File: src/rtl/alt_div_pkg.sv
package alt_div_pkg;

   // Number of high cycles in a period of len cycles: the larger half when wide
   function automatic int high_cycles(int len, bit wide);
      return wide ? (len + 1) / 2 : len / 2;
   endfunction

endpackage

File: src/rtl/alt_div_frame_ctr.sv
module alt_div_frame_ctr #(
   parameter int FRAME = 5,
   parameter int CW    = 3
) (
   input  logic          clk,
   input  logic          rst,
   output logic [CW-1:0] pos
);
   localparam logic [CW-1:0] LAST = CW'(FRAME - 1);

   always_ff @(posedge clk) begin
      if (rst)
         pos <= '0;
      else if (pos == LAST)
         pos <= '0;
      else
         pos <= pos + 1'b1;
   end
endmodule

File: src/rtl/alt_div_phase.sv
module alt_div_phase #(
   parameter int SHORT_CYC      = 2,
   parameter int LONG_CYC       = 3,
   parameter bit FIRST_SHORT    = 1'b1,
   parameter bit LONG_WIDE_HIGH = 1'b0,
   parameter int CW             = 3
) (
   input  logic [CW-1:0] pos,
   output logic          level_d,
   output logic          edge_d
);
   localparam int SHORT_HI = alt_div_pkg::high_cycles(SHORT_CYC, 1'b0);
   localparam int LONG_HI  = alt_div_pkg::high_cycles(LONG_CYC, LONG_WIDE_HIGH);

   logic [CW-1:0] second_start;
   logic [CW-1:0] first_hi_end;
   logic [CW-1:0] second_hi_end;

   generate
      if (FIRST_SHORT) begin : g_short_first
         assign second_start  = CW'(SHORT_CYC);
         assign first_hi_end  = CW'(SHORT_HI);
         assign second_hi_end = CW'(SHORT_CYC + LONG_HI);
      end else begin : g_long_first
         assign second_start  = CW'(LONG_CYC);
         assign first_hi_end  = CW'(LONG_HI);
         assign second_hi_end = CW'(LONG_CYC + SHORT_HI);
      end
   endgenerate

   always_comb begin
      level_d = (pos < first_hi_end) ||
                ((pos >= second_start) && (pos < second_hi_end));
      edge_d  = (pos == '0) || (pos == second_start);
   end
endmodule

File: src/rtl/alt_div_out_reg.sv
module alt_div_out_reg (
   input  logic clk,
   input  logic rst,
   input  logic level_d,
   input  logic edge_d,
   output logic clk_div,
   output logic rise_pulse
);
   always_ff @(posedge clk) begin
      if (rst) begin
         clk_div    <= 1'b0;
         rise_pulse <= 1'b0;
      end else begin
         clk_div    <= level_d;
         rise_pulse <= edge_d;
      end
   end
endmodule

File: src/rtl/alt_div.sv
module alt_div #(
   parameter int SHORT_CYC      = 2,
   parameter int LONG_CYC       = 3,
   parameter bit FIRST_SHORT    = 1'b1,
   parameter bit LONG_WIDE_HIGH = 1'b0
) (
   input  logic clk,
   input  logic rst,
   output logic clk_div,
   output logic rise_pulse
);
   localparam int FRAME = SHORT_CYC + LONG_CYC;
   localparam int CW    = $clog2(FRAME);

   generate
      if (SHORT_CYC < 2) begin : g_bad_short
         $error("alt_div: SHORT_CYC must be at least 2");
      end
      if (LONG_CYC <= SHORT_CYC) begin : g_bad_long
         $error("alt_div: LONG_CYC must exceed SHORT_CYC");
      end
   endgenerate

   logic [CW-1:0] pos;
   logic          level_d;
   logic          edge_d;

   alt_div_frame_ctr #(.FRAME(FRAME), .CW(CW)) u_ctr (
      .clk (clk),
      .rst (rst),
      .pos (pos)
   );

   alt_div_phase #(
      .SHORT_CYC      (SHORT_CYC),
      .LONG_CYC       (LONG_CYC),
      .FIRST_SHORT    (FIRST_SHORT),
      .LONG_WIDE_HIGH (LONG_WIDE_HIGH),
      .CW             (CW)
   ) u_phase (
      .pos     (pos),
      .level_d (level_d),
      .edge_d  (edge_d)
   );

   alt_div_out_reg u_out (
      .clk        (clk),
      .rst        (rst),
      .level_d    (level_d),
      .edge_d     (edge_d),
      .clk_div    (clk_div),
      .rise_pulse (rise_pulse)
   );
endmodule

File: config.mk
export PLATFORM = sky130hd
export DESIGN_NAME = alt_div
export DESIGN_NICKNAME = d
export VERILOG_FILES = /design/src/rtl/alt_div_pkg.sv /design/src/rtl/alt_div_frame_ctr.sv /design/src/rtl/alt_div_phase.sv /design/src/rtl/alt_div_out_reg.sv /design/src/rtl/alt_div.sv
export SDC_FILE = /design/constraint.sdc
export NUM_CORES = 1
export LEC_CHECK = 0
export BUFFER_PORTS_ARGS = -buffer_cell sky130_fd_sc_hd__buf_4
export CORE_AREA = 4 4 41 43
export CTS_CLUSTER_DIAMETER = 80
export DETAILED_ROUTE_END_ITERATION = 8
export DIE_AREA = 0 0 45 47
export PLACE_DENSITY = 0.39
export SLEW_MARGIN = 10
export SYNTH_ARGS = -nofsm -noshare
export SYNTH_HDL_FRONTEND = slang
export SYNTH_SLANG_ARGS = --single-unit
export TNS_END_PERCENT = 100
File: constraint.sdc
create_clock -name clk -period 3.5 [get_ports clk]
set_clock_uncertainty 0.2 [all_clocks]
set_input_delay 0.35 -clock clk [delete_from_list [all_inputs] [get_ports clk]]
set_output_delay 0.35 -clock clk [all_outputs]
set_load 0.01 [all_outputs]
# Word level (Yosys, flattened, before mapping)
# Index checks and enable logic that the tools add are counted.
[totals]
input_bits = 2
regBits = 5
[op_classes]
n_reduce_logical = 5
add_sub_neg = 1
magnitude_cmp = 3
eq_ne = 2
[op_table]
columns = ["op", "count"]
rows = [
  ["3-bit by 1-bit adder with 3-bit output, second input constant", 1],
  ["3-bit by 2-bit equality test with 1-bit output, second input constant", 1],
  ["3-bit equality test, second input constant", 1],
  ["3-bit by 2-bit >= comparator with 1-bit output, second input constant", 1],
  ["3-bit logical NOT", 1],
  ["3-bit by 1-bit less-than comparator with 1-bit output, second input constant", 1],
  ["3-bit by 2-bit less-than comparator with 1-bit output, second input constant", 1],
  ["1-bit logical OR", 2],
  ["2-bit OR reduction", 1],
  ["1-bit logical AND", 1],
]

# Logic depth before layout (Yosys ltp)
[logic_depth]
word_depth = 3
mapped_depth = 4

# By module
# From an unflattened synthesis, not the netlist that was laid out.
[hier_totals]
hier_cells = 19
area_unflattened_um2 = 190.2
[by_module_without_submodules]
columns = ["mod", "cells_per_inst", "area_per_inst_um2", "seq_area_each_um2", "n_inst"]
rows = [
  ["alt_div_frame_ctr", 13, 130.1, 60.1, 1],
  ["alt_div_out_reg", 4, 52.6, 40.0, 1],
  ["alt_div_phase", 2, 7.5, 0.0, 1],
]

# Worst setup path after synthesis
# Ideal clock, no wire load.
[synth_path]
path_type = "reg2reg"
startpoint = "register u_ctr.pos[0]"
endpoint = "register u_ctr.pos[2]"
slack_ns = 2.302
synth_period_minus_slack_ns = 1.198
n_path_buf = 0
path_stages_with_launch = 5
setup_time_ns = 0.057
arrival_ns = 0.941
cell_sequence = "dfxtp_1 > inv_1 > ha_1 > nor4b_2 > a21o_1"
[synth_via]
elab_chain_cells = 2
word_cells_on_any_way = 3
cone_classes = "1 x add/sub; 1 x eq/ne; 1 x reduce/logical"
[synth_rtl]
columns = ["element", "line_no", "text"]
rows = [
  ["start: declaration", "alt_div_frame_ctr.sv:7", "output logic [CW-1:0] pos"],
  ["start signal: assignment", "alt_div_frame_ctr.sv:17", "pos <= pos + 1'b1;"],
  ["branches (longest 2 deep; another with 3-bit by 1-bit adder with 3-bit output)", "-", ""],
]
# Several ways; the timed one is not identified.
# A chain may end at the register's enable or synchronous reset.

# Worst setup path after layout
# Ends and elaborated chain as after synthesis.

==> results.json <==
{
  "detail-route-antenna-nets": 0,
  "crit_required_ps": 3490,
  "drt_first_pass_iters": 1,
  "p_clk_share_pct": 43.2,
  "synth_edf_count": 0,
  "drtIter0Drc": 0,
  "critPathLaunchType": "register",
  "clkLatencyLatePin_ps": 240,
  "area_growth_pct": 32.1,
  "wire_per_inst_um": 8.80,
  "crit_path_end_kind": "register",
  "start_util_pct": 16.2,
  "setup_violations": 0,
  "fmax_mhz": 774,
  "hold_class": "primary input to register",
  "power_frac_comb_pct": 13.5,
  "tritoncts": "yes",
  "power_density_nw_per_um2": 554,
  "post_cts_resized": 0,
  "wl_met1_um": 125,
  "r2r_setup_slack_ps": 2210,
  "synth_area_leader_cell": "dfxtp_1",
  "postCtsSetupRepairBufs": 0,
  "internal-power_w": 0.000117,
  "routed_via_density": 3.78,
  "drv_cap": 0,
  "core_sq_um": 1300,
  "grt_use_total_pct": 5.38,
  "final_layout_size_suffix_gt1_share_pct": 26.9,
  "p_sw_share_pct": 23.9,
  "htree_levels": 1,
  "portBuffers": 3,
  "fin_cells": 41,
  "dr_total_vias": 155,
  "p_seq_share_pct": 43.3,
  "ys_warn_count": 0,
  "fin_util_pct": 21.3,
  "root_buffer": "clkbuf_4",
  "synth_most_common_cell": "dfxtp_1",
  "wl_met3_um": 53,
  "power_w": 0.000154,
  "ys_types": 11,
  "finalCriticalPeriod_ps": 1290,
  "synth_top_cell_area_share_pct": 47.6,
  "grt_remaining_overflow": 0,
  "seq_area_frac_synth_pct": 47.6,
  "grt_pass1_vias": 167,
  "synth_cells": 19,
  "die_h_um": 47,
  "tns_ps": 0,
  "drc": 0,
  "crit_start": "u_ctr.pos[0]$_SDFF_PP0_",
  "diodes": 0,
  "place_inst": 37,
  "rsz0062_at_grt": "false",
  "synth_area_sq_um": 210,
  "antenna_found_initial": 0,
  "arrival_ps": 1280,
  "synth_common_cells": "dfxtp_1 (5), ha_1 (3), and2_1 (2), inv_1 (2)",
  "synth_nets": 24,
  "placementRows": 13,
  "p_leak_nw": 0.129,
  "vdd_drop_max_mv": 0.216,
  "async_flop_share_pct": 0,
  "fin_nets": 32,
  "grt_max_degree": 5,
  "status": "finished, final reports clean",
  "finalWirelength_um": 361,
  "yosys_register_bits": 5,
  "hold_viol": 0,
  "synth_area_per_cell_sq_um": 11.1,
  "grt_pass1_wl_um": 676,
  "ys_top_cells_by_area": "dfxtp_1 (48%), ha_1 (18%), nor4b_2 (7.1%), and2_1 (6.0%), a21boi_1 (3.6%)",
  "critPathMaxFanout": 3,
  "dieArea_sq_um": 2120,
  "tightestPinTransition_ps": 186,
  "finalMaxSlewViolations": 0,
  "crit_type": "register to register",
  "switchingPower_w": 0.0000367,
  "holdWs_ps": 203,
  "r2r_start": "u_ctr.pos[0]$_SDFF_PP0_",
  "hp-start": "rst",
  "cts_hold_buffers": 0,
  "die_x_um": 45,
  "cts_sinks": 5,
  "clk_pin_slew_ps": 40,
  "ys.flop_type": "dfxtp_1",
  "cts_buffers": 3,
  "wl_met2_um": 160,
  "gp_congestion": 0.599,
  "boundaryPins": 4,
  "slew_headroom_pct": 87.6,
  "min_period_over_period_pct": 36.9,
  "dr.max_layer_used": "met4",
  "clockBufferDepth": 2
}
[registers in the layout, summed over array words and instances, names as in the netlist]
register          cells
u_out.rise_pulse      1
u_out.clk_div         1
u_ctr.pos             3
[worst paths after layout]
kind	to	cells past startpoint
hold reg to reg	u_out.clk_div$_SDFF_PP0_	1
hold / removal	u_out.rise_pulse$_SDFF_PP0_	3
setup / recovery	u_ctr.pos[2]$_SDFF_PP0_	4
setup reg to reg	u_ctr.pos[2]$_SDFF_PP0_	4
[area by class of cell]
cell class | count | area, sq um
timing repair buffer | 3 | 22.5
tap | 15 | 18.8
sequential | 5 | 100
fill | 153 | 1020
inverter | 2 | 7.51
clock buffer | 4 | 26.3
multi-input combinational | 12 | 103
[layer usage]
metal  global-route usage (%)  up-vias
met2                     7.34        9
met1                     3.87       66
met4                     7.02        0
met3                     4.98        4
met5                        0        -
li1                         -       76
[worst max-delay path: stages (launching register included)]
cell and delay, ps:
dfxtp_1 340, inv_1 80, ha_1 250, nor4b_2 250, a21o_1 110
[placed cells by master, fill, tap and decap left out, drive strengths merged]
| cell | count |
|---|---|
| a21boi | 1 |
| nor2 | 1 |
| a21o | 1 |
| clkbuf | 4 |
| nand2b | 1 |
| dfxtp | 5 |
| ha | 3 |
| buf | 3 |
| a21oi | 1 |
| nor4b | 1 |
| and2 | 2 |
| o21a | 1 |
| inv | 2 |
[per-stage QoR]
stage | setup slack (ps) | instance area, sq um
final | 2210 | 278
after global routing | 2100 | 278
after CTS | 2200 | 278
after detailed placement | 2210 | 251
after global placement | 2250 | 251
after floorplan | 2300 | 210
[power groups by stage]
stage,clock [W],sequential (W),combinational (W)
5_1_grt,0.0000727,0.0000675,0.0000239
6_report,0.0000665,0.0000666,0.0000207
2_1_floorplan,0,0.0000682,0.0000116
3_3_place_gp,0,0.0000671,0.0000202
4_1_cts,0.0000700,0.0000668,0.0000213
3_5_place_dp,0,0.0000677,0.0000210
[cells by family after synthesis]
family / count (synthesis) / share of synthesized area [%]
buffers and inverters: 2 / 3.57
flip-flops: 5 / 47.6
AND/OR/NAND/NOR: 5 / 17.9
adder cells (fa/ha/maj): 3 / 17.9
AO/OA/AOI/OAI: 4 / 13.1
(Power assumes the default switching activity.)
